--- config.mk ---
export PLATFORM = sky130hd
export DESIGN_NAME = altfn_port
export DESIGN_NICKNAME = d
export VERILOG_FILES = /design/src/rtl/altfn_pkg.sv /design/src/rtl/altfn_override.sv /design/src/rtl/altfn_sync.sv /design/src/rtl/altfn_glitch.sv /design/src/rtl/altfn_port.sv
export SDC_FILE = /design/constraint.sdc
export NUM_CORES = 1
export LEC_CHECK = 0
export ABC_AREA = 1
export BUFFER_PORTS_ARGS = -buffer_cell sky130_fd_sc_hd__buf_2
export CAP_MARGIN = 20
export CORE_ASPECT_RATIO = 0.7
export CORE_MARGIN = 3
export CORE_UTILIZATION = 45
export CTS_CLUSTER_DIAMETER = 200
export DETAILED_ROUTE_END_ITERATION = 8
export GPL_TIMING_DRIVEN = 0
export PLACE_DENSITY_LB_ADDON = 0.15
export SYNTH_ARGS = -nofsm -noshare
export SYNTH_HDL_FRONTEND = slang
export SYNTH_HIERARCHICAL = 1
export SYNTH_SLANG_ARGS = --single-unit
--- constraint.sdc ---
create_clock -name clk -period 0.99 [get_ports clk]
set_input_delay 0.198 -clock clk [delete_from_list [all_inputs] [get_ports clk]]
set_output_delay 0.198 -clock clk [all_outputs]
set_load 0.02 [all_outputs]
--- src/rtl/altfn_pkg.sv ---
package altfn_pkg;

  localparam int PORT_W = 8;

  // Fixed pin map: each peripheral owns these positions
  localparam int PIN_SCLK = 0;
  localparam int PIN_SDAT = 1;
  localparam int PIN_TCK  = 2;
  localparam int PIN_TMS  = 3;
  localparam int PIN_TDO  = 4;
  localparam int PIN_TDI  = 5;
  localparam int PIN_XIN  = 6;
  localparam int PIN_XOUT = 7;

  typedef enum logic [1:0] {
    SEL_OUT  = 2'd0,
    SEL_DIR  = 2'd1,
    SEL_PIN  = 2'd2,
    SEL_NONE = 2'd3
  } reg_sel_e;

  typedef struct packed {
    logic tw_en;
    logic tw_clk_pull;
    logic tw_dat_pull;
    logic jtag_en;
    logic jtag_shift;
    logic jtag_tdo;
    logic osc_en;
    logic pullup_off;
  } periph_t;

  // Four enable/value pairs per pin
  typedef struct packed {
    logic pu_en;
    logic pu_val;
    logic dir_en;
    logic dir_val;
    logic val_en;
    logic val_val;
    logic din_en;
    logic din_val;
  } ovr_t;

  function automatic logic default_pull(logic dir, logic data, logic off);
    return !dir && data && !off;
  endfunction

  function automatic ovr_t pin_ovr(int idx, periph_t p, logic data_bit);
    ovr_t o;
    o = '0;
    case (idx)
      PIN_SCLK, PIN_SDAT: begin
        if (p.tw_en) begin
          o.pu_en   = 1'b1;
          o.pu_val  = data_bit && !p.pullup_off;
          o.dir_en  = 1'b1;
          o.dir_val = (idx == PIN_SCLK) ? p.tw_clk_pull : p.tw_dat_pull;
          o.val_en  = 1'b1;
          o.val_val = 1'b0;
        end
      end
      PIN_TCK, PIN_TMS, PIN_TDI: begin
        if (p.jtag_en) begin
          o.pu_en   = 1'b1;
          o.pu_val  = 1'b1;
          o.dir_en  = 1'b1;
          o.dir_val = 1'b0;
          o.din_en  = 1'b1;
          o.din_val = 1'b0;
        end
      end
      PIN_TDO: begin
        if (p.jtag_en) begin
          o.pu_en   = 1'b1;
          o.pu_val  = 1'b0;
          o.dir_en  = 1'b1;
          o.dir_val = p.jtag_shift;
          o.val_en  = 1'b1;
          o.val_val = p.jtag_tdo;
          o.din_en  = 1'b1;
          o.din_val = 1'b0;
        end
      end
      PIN_XIN, PIN_XOUT: begin
        if (p.osc_en) begin
          o.pu_en   = 1'b1;
          o.pu_val  = 1'b0;
          o.dir_en  = 1'b1;
          o.dir_val = 1'b0;
          o.din_en  = 1'b1;
          o.din_val = 1'b0;
        end
      end
      default: o = '0;
    endcase
    return o;
  endfunction

  // Cycles a level must stay stable so that pulses under rej_ps vanish
  function automatic int filt_cycles(int clk_ps, int rej_ps);
    int c;
    c = (rej_ps + clk_ps - 1) / clk_ps;
    if (c < 1) c = 1;
    return c;
  endfunction

endpackage

--- src/rtl/altfn_override.sv ---
module altfn_override
  import altfn_pkg::*;
(
  input  logic [PORT_W-1:0] data_q,
  input  logic [PORT_W-1:0] dir_q,
  input  periph_t           per,
  output logic [PORT_W-1:0] pad_out,
  output logic [PORT_W-1:0] pad_oe,
  output logic [PORT_W-1:0] pad_pu,
  output logic [PORT_W-1:0] din_en
);

  for (genvar g = 0; g < PORT_W; g++) begin : g_pin
    ovr_t o;
    logic base_pu;
    assign o       = pin_ovr(g, per, data_q[g]);
    assign base_pu = default_pull(dir_q[g], data_q[g], per.pullup_off);
    assign pad_pu[g]  = o.pu_en  ? o.pu_val  : base_pu;
    assign pad_oe[g]  = o.dir_en ? o.dir_val : dir_q[g];
    assign pad_out[g] = o.val_en ? o.val_val : data_q[g];
    assign din_en[g]  = o.din_en ? o.din_val : 1'b1;
  end

endmodule

--- src/rtl/altfn_sync.sv ---
module altfn_sync #(
  parameter int W = 8
) (
  input  logic         clk,
  input  logic         rst_n,
  input  logic [W-1:0] d,
  output logic [W-1:0] q
);

  logic [W-1:0] meta_q;

  always_ff @(posedge clk or negedge rst_n) begin
    if (!rst_n) begin
      meta_q <= '0;
      q      <= '0;
    end else begin
      meta_q <= d;
      q      <= meta_q;
    end
  end

endmodule

--- src/rtl/altfn_glitch.sv ---
module altfn_glitch #(
  parameter int CYC = 3
) (
  input  logic clk,
  input  logic rst_n,
  input  logic en,
  input  logic din,
  output logic dout,
  output logic commit
);

  localparam int CW = (CYC > 1) ? $clog2(CYC) : 1;
  localparam logic [CW-1:0] LAST = CW'(CYC - 1);

  logic [CW-1:0] cnt_q;
  logic          differ;

  assign differ = din != dout;
  assign commit = en && differ && (cnt_q == LAST);

  always_ff @(posedge clk or negedge rst_n) begin
    if (!rst_n) begin
      dout  <= 1'b0;
      cnt_q <= '0;
    end else if (!en) begin
      dout  <= din;
      cnt_q <= '0;
    end else if (!differ) begin
      cnt_q <= '0;
    end else if (commit) begin
      dout  <= din;
      cnt_q <= '0;
    end else begin
      cnt_q <= cnt_q + 1'b1;
    end
  end

endmodule

--- src/rtl/altfn_port.sv ---
module altfn_port
  import altfn_pkg::*;
#(
  parameter int CLK_PERIOD_PS = 20000,
  parameter int REJECT_PS     = 50000
) (
  input  logic       clk,
  input  logic       rst_n,
  input  logic       wr_en,
  input  logic [1:0] wr_sel,
  input  logic [7:0] wr_data,
  input  logic [1:0] rd_sel,
  output logic [7:0] rd_data,
  input  logic       pullup_off,
  input  logic       tw_en,
  input  logic       tw_clk_pull,
  input  logic       tw_dat_pull,
  input  logic       jtag_en,
  input  logic       jtag_shift,
  input  logic       jtag_tdo,
  input  logic       osc_en,
  input  logic [7:0] pad_in,
  output logic [7:0] pad_out,
  output logic [7:0] pad_oe,
  output logic [7:0] pad_pu,
  output logic       tw_clk_in,
  output logic       tw_dat_in,
  output logic       jtag_tck_in,
  output logic       jtag_tms_in,
  output logic       jtag_tdi_in
);

  localparam int FILT_CYC = filt_cycles(CLK_PERIOD_PS, REJECT_PS);
  localparam int N_SER    = 2;

  logic [PORT_W-1:0] data_q, dir_q, din_en, pin_sync;
  logic [N_SER-1:0]  filt_out, filt_commit;
  periph_t           per;

  assign per = '{tw_en: tw_en, tw_clk_pull: tw_clk_pull, tw_dat_pull: tw_dat_pull,
                 jtag_en: jtag_en, jtag_shift: jtag_shift, jtag_tdo: jtag_tdo,
                 osc_en: osc_en, pullup_off: pullup_off};

  always_ff @(posedge clk or negedge rst_n) begin
    if (!rst_n) begin
      data_q <= '0;
      dir_q  <= '0;
    end else if (wr_en) begin
      if (reg_sel_e'(wr_sel) == SEL_OUT) data_q <= wr_data;
      if (reg_sel_e'(wr_sel) == SEL_DIR) dir_q  <= wr_data;
    end
  end

  always_comb begin
    case (reg_sel_e'(rd_sel))
      SEL_OUT: rd_data = data_q;
      SEL_DIR: rd_data = dir_q;
      SEL_PIN: rd_data = pin_sync & din_en;
      default: rd_data = '0;
    endcase
  end

  altfn_override i_ovr (
    .data_q  (data_q),
    .dir_q   (dir_q),
    .per     (per),
    .pad_out (pad_out),
    .pad_oe  (pad_oe),
    .pad_pu  (pad_pu),
    .din_en  (din_en)
  );

  altfn_sync #(.W(PORT_W)) i_sync (
    .clk   (clk),
    .rst_n (rst_n),
    .d     (pad_in),
    .q     (pin_sync)
  );

  for (genvar s = 0; s < N_SER; s++) begin : g_filt
    altfn_glitch #(.CYC(FILT_CYC)) i_glitch (
      .clk    (clk),
      .rst_n  (rst_n),
      .en     (tw_en),
      .din    (pin_sync[s]),
      .dout   (filt_out[s]),
      .commit (filt_commit[s])
    );
  end

  assign tw_clk_in = tw_en ? filt_out[PIN_SCLK] : pin_sync[PIN_SCLK];
  assign tw_dat_in = tw_en ? filt_out[PIN_SDAT] : pin_sync[PIN_SDAT];

  assign jtag_tck_in = pin_sync[PIN_TCK];
  assign jtag_tms_in = pin_sync[PIN_TMS];
  assign jtag_tdi_in = pin_sync[PIN_TDI];

endmodule

After elaboration in Yosys (flattened, before gate mapping)
Cells that the tools add are included.

operators by class
  mux-type cells = 44
  equality and inequality tests = 11
  bitwise gates (word level) = 1
  reduce and logical (&&, ||, !) cells = 37
  $add $sub $neg = 2

operator list
  operator               count
  $mux W1                30
  $pmux W8 S3            1
  $logic_and A1 B1 Y1    22
  $mux W2                8
  $mux W6                2
  $logic_not A1 Y1       9
  $and A8 B8 Y8          1
  $mux W4                2
  $mux W8                1
  $ne A2 B1 Y1 const B   4
  $reduce_and A2 Y1      4
  $eq A2 B2 Y1 const B   3
  $add A2 B1 Y2 const B  2
  $eq A2 B1 Y1 const B   2
  $logic_not A2 Y1       2
  $ne A1 B1 Y1           2

word-level totals
  logic and storage cells = 103
  bits of input ports = 31
  flip-flop bits (word level) = 38
  output and inout bits = 37

Depth between registers and ports, before layout
Gate-level depths: netlist of run 1.

  depth after elaboration = 6
  mapped depth = 6
  gate-level depth less buffers = 6

Cells and area by module
The synthesis of run 1 kept the hierarchy.

by module, submodules not included
  module          times used  cells each  area an instance (um2)  seq. area each (um2)
  altfn_port      1           129         952.2                   400.4
  altfn_sync      1           16          400.4                   400.4
  altfn_glitch    2           21          152.6                   75.1
  altfn_override  1           63          285.3                   0.0

Worst setup path after synthesis of run 1
OpenSTA, ideal clock, no wires.

  kind = register -> output
  start point = reg dir_q[4]
  end point = out pad_oe[4]
  arrival time = 0.866 ns
  setup slack = -0.074 ns
  cell stages (with the launch flop) = 3
  data required time = 0.792 ns
  buffers on the path = 0
  cell sequence = dfrtp_1 -> inv_1 -> o21ai_0

between the ends
  cells in the longest elaborated chain, start to end = 1

ends and longest elaborated chain
  what                      RTL line              RTL
  start: declaration        altfn_port.sv:36      logic [PORT_W-1:0] data_q, dir_q, din_en, pin_sync;
  start signal: assignment  altfn_port.sv:50      if (reg_sel_e'(wr_sel) == SEL_DIR) dir_q <= wr_data;
  $mux W1                   altfn_override.sv:19  assign pad_oe[g] = o.dir_en ? o.dir_val : dir_q[g];
  end: declaration          altfn_port.sv:24      output logic [7:0] pad_oe,

No other way between the ends.

Final worst setup path of run 1
  start point = reg dir_q[3]
  end point = out pad_pu[3]

between the ends
  cells in the longest elaborated chain, start to end = 4

ends and longest elaborated chain
  what                              RTL line              RTL
  $logic_not A1 Y1                  altfn_pkg.sv:46       return !dir && data && !off;
  $logic_and A1 B1 Y1 (2 in a row)  altfn_pkg.sv:46
  $mux W1                           altfn_override.sv:18  assign pad_pu[g] = o.pu_en ? o.pu_val : base_pu;
  end: declaration                  altfn_port.sv:25      output logic [7:0] pad_pu,

No other way between the ends.

==> results of run 1 <==
worst register-to-register path: cells and delay by family (launching register included):
kind | cells | cell delay, ns
buf+inv | 2 | 0.22
flops | 1 | 0.40
simple gates | 3 | 0.19
sequential cells by signal, indices dropped and copies added (netlist names):
signal and count:
dir_q 8, g_filt.i_glitch/dout 2, g_filt.i_glitch/cnt_q 4, data_q 8
i_sync/meta_q 8, i_sync/q 8
placed cells by master (no fill, tap or decap):
master / instances
buf_2: 29
buf_4: 27
buf_6: 30
clkbuf_1: 1
clkbuf_8: 6
clkinv_2: 1
conb_1: 2
dfrtp_1: 34
dfrtp_2: 4
dlygate4sd3_1: 4
inv_1: 24
inv_2: 10
inv_4: 1
nand2_1: 84
nand2_2: 8
nand2_4: 1
nand3_1: 16
nand3_2: 13
nand3_4: 1
nand4_1: 8
nor2_1: 16
nor2_2: 3
nor2_4: 3
nor2_8: 1
o21ai_1: 4
o21ai_2: 1
final cells by class:
cell class,instances,share of cell area
Clock buffer,7,0.03089
Multi-Input combinational cell,161,0.2945
Buffer,15,0.04879
Inverter,35,0.04790
Sequential cell,38,0.3420
Tap cell,52,0.02328
Clock inverter,1,0.001791
Timing Repair Buffer,75,0.2108
worst min path at each step:
stage	start	depth (start not counted)	endpoint
4_1_cts	pad_in[2]	1	i_sync/meta_q[2]
3_3_place_gp	pad_in[3]	1	i_sync/meta_q[3]
5_1_grt	pad_in[5]	1	i_sync/meta_q[5]
2_1_floorplan	rst_n	0	data_q[0]
6_report	rst_n	1	g_filt[0].i_glitch/cnt_q[1]
3_5_place_dp	pad_in[1]	1	i_sync/meta_q[1]
repair_timing:
item,4_1_cts,5_1_grt
hold buffers,0,4
gates resized for setup,70,28
pin swaps,18,8
setup buffers,5,2
endpoints found under the hold margin,0,4
endpoints found under the setup margin,37,37
per-layer routing:
metal	GRT usage	up-vias	routed length, um
met5	0	-	0
met4	0.06095	0	61
met3	0.06920	7	414
met2	0.2831	77	2299
met1	0.2928	847	2263
li1	-	913	-
power by group:
part | internal, mW | switching (mW)
Combinational | 0.615 | 0.694
Sequential | 1.72 | 0.167
Clock | 0.561 | 0.514
Total | 2.89 | 1.37
stage by stage:
step                total power [mW]  setup TNS [ns]  cell area, um^2  setup WS (ns)
floorplan                      2.485               0             1939        0.01409
global placement               2.836          -1.666             2325        -0.1866
detailed placement             2.859          -1.773             2325        -0.1981
CTS                            4.178          -7.907             2666        -0.2935
global route                   4.512          -10.16             2795        -0.3918
finish                         4.266          -7.983             2795        -0.3125
==> results.md, run 1 <==
* Global-route wire length before repair at 7741 um
* Routed WL at 5039 um
* CP endpoint: pad_pu[3]
* MaxCap Viol Count at 0
* WHS at -0.006109 ns
* CTS sink cnt at 38
* Largest net degree at the start of global routing at 39
* Yosys warns at 6
* Worst r2r src: i_sync/q[0]
* Finish-stage setup viols at 37
* WP buf/inv at 1
* Fillcell total at 340
* DR pass1 iterations at 4
* Max-slew headroom at 0.4613
* Layout Nets at 362
* Crit path depth at 4
* Critical path peak fanout at 4
* Worst Reg2Reg Path Length in Cells at 5
* Clk_skew at 0.0008600 ns
* Layout Cells excl Fill at 384
* Maximum clock rate at 0.7678 GHz
* Initial antenna violation count at 0
* Reg-to-reg endpoint: g_filt[0].i_glitch/cnt_q[1]
* Critical path class: reg -> out
* Worst-path clk slew at 0.07 ns
* WP data required at 0.79 ns
* CORE AREA at 4018 um^2
* Area of the multi-input gates at 823.3 um^2
* Leakage power at 1.571 nW
* Critical path's top delay family: flip-flops
* Final core utilization at 0.6957
* H-tree depth at 2
* Register Area at 955.9 um^2
* GRT overflow at 0
* Avg Vias per Cell at 4.802
* Vias in the first global route at 1,573
* IO Port Bufs at 64
* Gr usage total at 0.2007
* Die area at 5137 um^2
* P&R area growth vs syn at 44.41%
* Startpoint types: flip-flop
* Syn_area_per_cell at 7.805 um^2
* Fin. max-slew vios at 0
* VDD IR max at 1.105 mV
* Row Count at 19
* Clk_lat worst skew at 0.29 ns
* Slowest CP cell: dfrtp_1
* Layout cell share with drive strength beyond 1 at 0.4187
* DRT antenna net count at 0
* Mapped Area at 1936 um^2
* DRT iter0 DRCs at 124
* PnR worst setup slack at -0.3125 ns
* # IOs at 68
* Start point of the critical path: dir_q[3]
* WP data arrival at 1.10 ns
* Post-route minimum period at 1.302 ns
* Clock buffers created by TritonCTS at 5
* Violated checks: hold timing, setup timing
* Critical-path cell list: nor2_1, nand2_1, nand2_1, buf_6
* Chip width at 84.39 um
* Chip height at 60.87 um
* Final Hold Fails at 3
* Period utilisation layout at 1.316
* Worst-Margin Slew at 0.8080 ns
* Ant. Diodes at 0
* Hold Path Class: in -> async
* DP Wirelength at 3441 um
* Initial Util at 0.4818
* Outcome: finished, violations left
* Crit-path max cell delay at 0.43 ns
* DRC violations left at 0
* Top cell by count, worst path: nand2_1
* CP Capture Type: output port
* Routed WL per cell at 13.12 um
* CTS tree: yes
* Post-Synthesis Cells at 248
* Unrepaired setup endpoints after global routing: true
* Via count at 1,844
* PwrDens at 1526 nW/um^2
* Dpl cells at 365
* R2R setup slack at 0.08 ns
* CTS Buffer Depth at 2
* Cell at the root of the clock tree: clkbuf_8
* GPL Wtd Cong at 0.8151
No activity file was read; power rests on OpenSTA's default activity.
==> inputs of run 2 (changes only) <==
Settings changed: CORE_UTILIZATION 45 to 49.
==> run 2 against run 1 <==
  * The flow finishes with violations (setup timing)
  * Clock skew up 0.0032 ns
  * Routed wire length up 1.3%
  * Design area up 0.31%
  * Combinational power about the same
  * Die area down 7.5%
  * Largest cell class unchanged
  * Largest power group unchanged
==> results.md, run 2 (same netlist as run 1, synthesis figures left out) <==
* Unrepaired setup endpoints after global routing: true
* Gr usage total at 0.2191
* DRC violations left at 0
* VDD IR max at 1.137 mV
* Layout Nets at 365
* Avg Vias per Cell at 4.828
* DRT antenna net count at 0
* Worst-Margin Slew at 0.8338 ns
* Cell at the root of the clock tree: clkbuf_8
* Critical-path cell list: nand2_1, nor2_2, buf_4
* R2R setup slack at 0.09 ns
* Fin. max-slew vios at 0
* Layout cell share with drive strength beyond 1 at 0.4162
* Critical path peak fanout at 4
* Startpoint types: flip-flop
* P&R area growth vs syn at 44.86%
* Worst Reg2Reg Path Length in Cells at 5
* Vias in the first global route at 1,761
* CTS Hold Bufs at 0
* Total power draw at 4.531 mW
* Via count at 1,854
* Period utilisation layout at 1.297
* Routed WL at 5107 um
* Worst-path clk slew at 0.08 ns
* Post-route minimum period at 1.284 ns
* DRT iter0 DRCs at 137
* WP buf/inv at 1
* Clk_lat worst skew at 0.28 ns
* H-tree depth at 2
* Reg-to-reg endpoint: g_filt[1].i_glitch/cnt_q[0]
* Clk_skew at 0.004105 ns
* Most frequent cells in the layout: nand2_1, dfrtp_1, buf_4
* CP Capture Type: output port
* Row Count at 18
* Critical path's top delay family: flip-flops
* Maximum clock rate at 0.7791 GHz
* CTS sink cnt at 38
* Max-slew headroom at 0.4441
* Initial antenna violation count at 0
* Worst r2r src: i_sync/q[1]
* Hold Path Class: in -> async
* GPL Wtd Cong at 0.7715
* Finish-stage setup viols at 37
* DR pass1 iterations at 5
* WP data arrival at 1.09 ns
* Slowest CP cell: dfrtp_1
* Most common cell after layout, fill and taps aside: nand2_1
* IO Port Bufs at 64
* Violated checks: setup timing
* Ant. Diodes at 0
* PwrDens at 1616 nW/um^2
* CTS tree: yes
* Initial Util at 0.5305
* Global-route wire length before repair at 7900 um
* Crit-path max cell delay at 0.44 ns
* MaxCap Viol Count at 0
* PnR worst setup slack at -0.2936 ns
* Largest net degree at the start of global routing at 39
* GRT overflow at 0
* Die area at 4752 um^2
* Final core utilization at 0.7685
* Outcome: finished, violations left
* Routed WL per cell at 13.30 um
* Clock buffers created by TritonCTS at 5
* DP Wirelength at 3308 um
* WP data required at 0.79 ns
* CORE AREA at 3649 um^2
* Chip height at 58.59 um
* Critical path class: reg -> out
* Chip width at 81.12 um
* # IOs at 68
* CTS Buffer Depth at 2
* Leakage power at 1.594 nW
* Final Hold Fails at 0
## run 2: cell count changes in the layout (fill, tap and decap cells not counted), sizes merged
cell	delta
buf	+7
bufinv	+1
clkinv	-1
dlygate4sd3	-4
clkbuf	-1
## run 2: how the worst max path moves through the flow
stage | startpoint | end | slack, ns | cells after the start
after floorplan | i_sync/q[2] | rd_data[2] | 0.01 | 4
final | data_q[4] | pad_pu[4] | -0.29 | 3
after detailed placement | jtag_en | rd_data[3] | -0.20 | 8
after global placement | jtag_en | rd_data[4] | -0.17 | 8
after global routing | dir_q[2] | pad_pu[2] | -0.40 | 4
after CTS | dir_q[2] | pad_pu[2] | -0.28 | 4
## run 2: through the flow
step	TNS, ns	hold slack [ns]	std cells	worst slack (ns)	cell area, um^2
2_1_floorplan	0	-0.09759	249	0.01409	1939
3_3_place_gp	-1.473	0.3061	363	-0.1708	2322
3_5_place_dp	-1.643	0.3081	363	-0.2007	2322
4_1_cts	-7.420	0.01241	381	-0.2809	2720
5_1_grt	-9.673	0.001796	384	-0.3982	2804
6_report	-7.722	0.01401	384	-0.2936	2804
## run 2: timing repair
| action | 4_1_cts | 5_1_grt |
|---|---|---|
| buffers inserted | 11 | 3 |
| pin swaps | 21 | 8 |
| gates resized for setup | 66 | 24 |
| endpoints found under the setup margin | 37 | 37 |
## run 2: worst register-to-register path: stages, from the launching register on
cell and delay, ns:
dfrtp_1 0.40, buf_4 0.15, inv_1 0.07, nand2_1 0.06
nand3_2 0.07, nor2_1 0.04
## run 2: cell type report
cell class                 instances  area (um^2)
timing repair buffer              78        601.8
multi-input combinational        161        802.0
inverter                          35        133.9
clock buffer                       6        82.58
clock inverter                     1        30.03
buffer                            15        136.4
tap                               50        62.56
fill                             262        844.6
sequential                        38        954.7
## run 2: metal layers
layer  wire length (um)  vias up  GRT usage  part of all wire
met1               2211      850     0.3151              0.43
met3                441        6    0.05963             0.086
li1                   -      919          -                 -
met4                 37        0    0.07470            0.0072
met2               2417       79     0.3216              0.47
met5                  0        -          0                 0
## run 2: where the power goes
group          switching, mW  internal (mW)  total [mW]
registers              0.167           1.71        1.88
clock network          0.509          0.806        1.32
logic                  0.698          0.637        1.33
==> inputs of run 3 (changes only) <==
Settings changed: GPL_TIMING_DRIVEN 0 to not set.
==> run 3 against run 2 <==
  * The run still ends with setup timing left
  * Global-route usage fell by 1.5 points
  * Design area rose by 0.22%
  * Combinational power barely moved
  * Sequential share of layout area about the same
  * Final cell count increased by 0.78%
  * Total power decreased by 5.6%
  * First-iteration DRC count shrank 3.6%
  * Hold slack improved by 0.0018 ns
  * Maximum frequency down 0.40%
  * Sequential power is essentially flat
  * Critical endpoint is now pad_pu[7]
==> results.md, run 3 (same netlist as run 1, synthesis figures left out) <==
* Setup tns final at -7.479 ns
* Finish-stage setup viols at 39
* Critical path class: reg -> out
* Maximum clock rate at 0.7760 GHz
* Initial Util at 0.5305
* Post-route minimum period at 1.289 ns
* Leakage power at 1.596 nW
* Gr usage total at 0.2043
* Clock buffers created by TritonCTS at 5
* Worst-path clk slew at 0.07 ns
* Slowest CP cell: dfrtp_1
* CTS Buffer Depth at 2
* IO Port Bufs at 67
* Unrepaired setup endpoints after global routing: true
* Most common cell after layout, fill and taps aside: nand2_1
* Initial antenna violation count at 0
* WP data arrival at 1.09 ns
* Crit-path max cell delay at 0.43 ns
* WP buf/inv at 2
* Routed WL per cell at 13.02 um
* Clk_skew at 0.0003294 ns
* Final Hold Fails at 0
* Ant. Diodes at 0
* Placement Setup Slack at -0.1677 ns
* Global-route wire length before repair at 7196 um
* Vias in the first global route at 1,554
* Die area at 4752 um^2
* Fin. max-slew vios at 0
* Cell at the root of the clock tree: clkbuf_8
* PnR worst setup slack at -0.2987 ns
* Layout Nets at 367
* Startpoint types: flip-flop
* WHS at 0.01579 ns
* Period utilisation layout at 1.302
* DR pass1 iterations at 4
* DRC violations left at 0
* Avg Vias per Cell at 4.775
* DP Wirelength at 3365 um
* Outcome: finished, violations left
* Fillcell total at 255
* Row Count at 18
* CTS tree: yes
* GRT overflow at 0
* Clk_lat worst skew at 0.28 ns
* WP data required at 0.79 ns
* GPL Wtd Cong at 0.8000
* Hold Path Class: in -> reg
* Routed WL at 5038 um
* CTS sink cnt at 38
* Critical path's top delay family: flip-flops
* VDD IR max at 1.140 mV
* MaxCap Viol Count at 0
* Most frequent cells in the layout: nand2_1, buf_4, dfrtp_1
* Chip height at 58.59 um
* Via count at 1,848
* H-tree depth at 2
* DRT iter0 DRCs at 132
* Violated checks: setup timing
* Dpl cells at 362
* Critical path peak fanout at 3
* Largest net degree at the start of global routing at 39
* CORE AREA at 3649 um^2
* Layout cell share with drive strength beyond 1 at 0.4421
* DRT antenna net count at 0
* PwrDens at 1522 nW/um^2
* # IOs at 68
* Critical-path cell list: inv_2, nand2_1, nor2_1, buf_4
* Chip width at 81.12 um
* CP Capture Type: output port
* Layout Cells excl Fill at 387
* P&R area growth vs syn at 45.18%
run 3: worst register-to-register path, stage by stage, from the launching register on:
cell	delay, ns
dfrtp_1	0.41
buf_4	0.15
buf_4	0.13
nand2_1	0.07
nand3_2	0.09
nor2_1	0.09
run 3: through the flow:
| stage | utilization | area, um^2 | power [mW] |
|---|---|---|---|
| after CTS | 0.7239 | 2641 | 4.131 |
| after global placement | 0.6344 | 2315 | 2.806 |
| final | 0.7702 | 2810 | 4.276 |
| after detailed placement | 0.6344 | 2315 | 2.825 |
| after floorplan | - | 1939 | 2.485 |
| after global routing | 0.7702 | 2810 | 4.501 |
run 3: power breakdown:
part | switching (mW) | internal (mW) | total, mW | leakage, nW
registers | 0.172 | 1.72 | 1.89 | 0.456
clock network | 0.518 | 0.561 | 1.08 | 0.0482
logic | 0.696 | 0.612 | 1.31 | 1.09
run 3: path summary, 6_finish.rpt:
path / start / endpoint / slack [ns] / cells after the start
setup / recovery: dir_q[7] / pad_pu[7] / -0.30 / 4
min in group asynchronous: rst_n / g_filt[0].i_glitch/cnt_q[1] / 0.39 / 3
hold / removal: pad_in[2] / i_sync/meta_q[2] / 0.02 / 1
max in group asynchronous: rst_n / data_q[3] / 0.38 / 3
setup reg to reg: i_sync/q[1] / g_filt[1].i_glitch/cnt_q[1] / -0.01 / 5
hold reg to reg: i_sync/meta_q[2] / i_sync/q[2] / 0.35 / 0
run 3: cell type report:
class,count,area [um^2],area share
flip-flops and latches,38,957.2,0.3406
clock buffers,7,86.33,0.03072
multi-input cells,161,825.8,0.2939
well taps,50,62.56,0.02226
repair buffers,95,739.5,0.2631
clock inverters,1,5.005,0.001781
inverters,35,133.9,0.04764
run 3: routing by layer:
metal | vias to the layer above | track usage | part of all wire
li1 | 931 | - | -
met1 | 829 | 0.3032 | 0.44
met2 | 78 | 0.2830 | 0.45
met3 | 10 | 0.05199 | 0.088
met4 | 0 | 0.08675 | 0.024
met5 | - | 0 | 0
run 3: timing repair:
action	in CTS	in global routing
hold buffers	1	1
buffers inserted	8	7
endpoints found under the setup margin	37	37
gates resized for setup	59	36
pin swaps	15	12
endpoints found under the hold margin	38	1
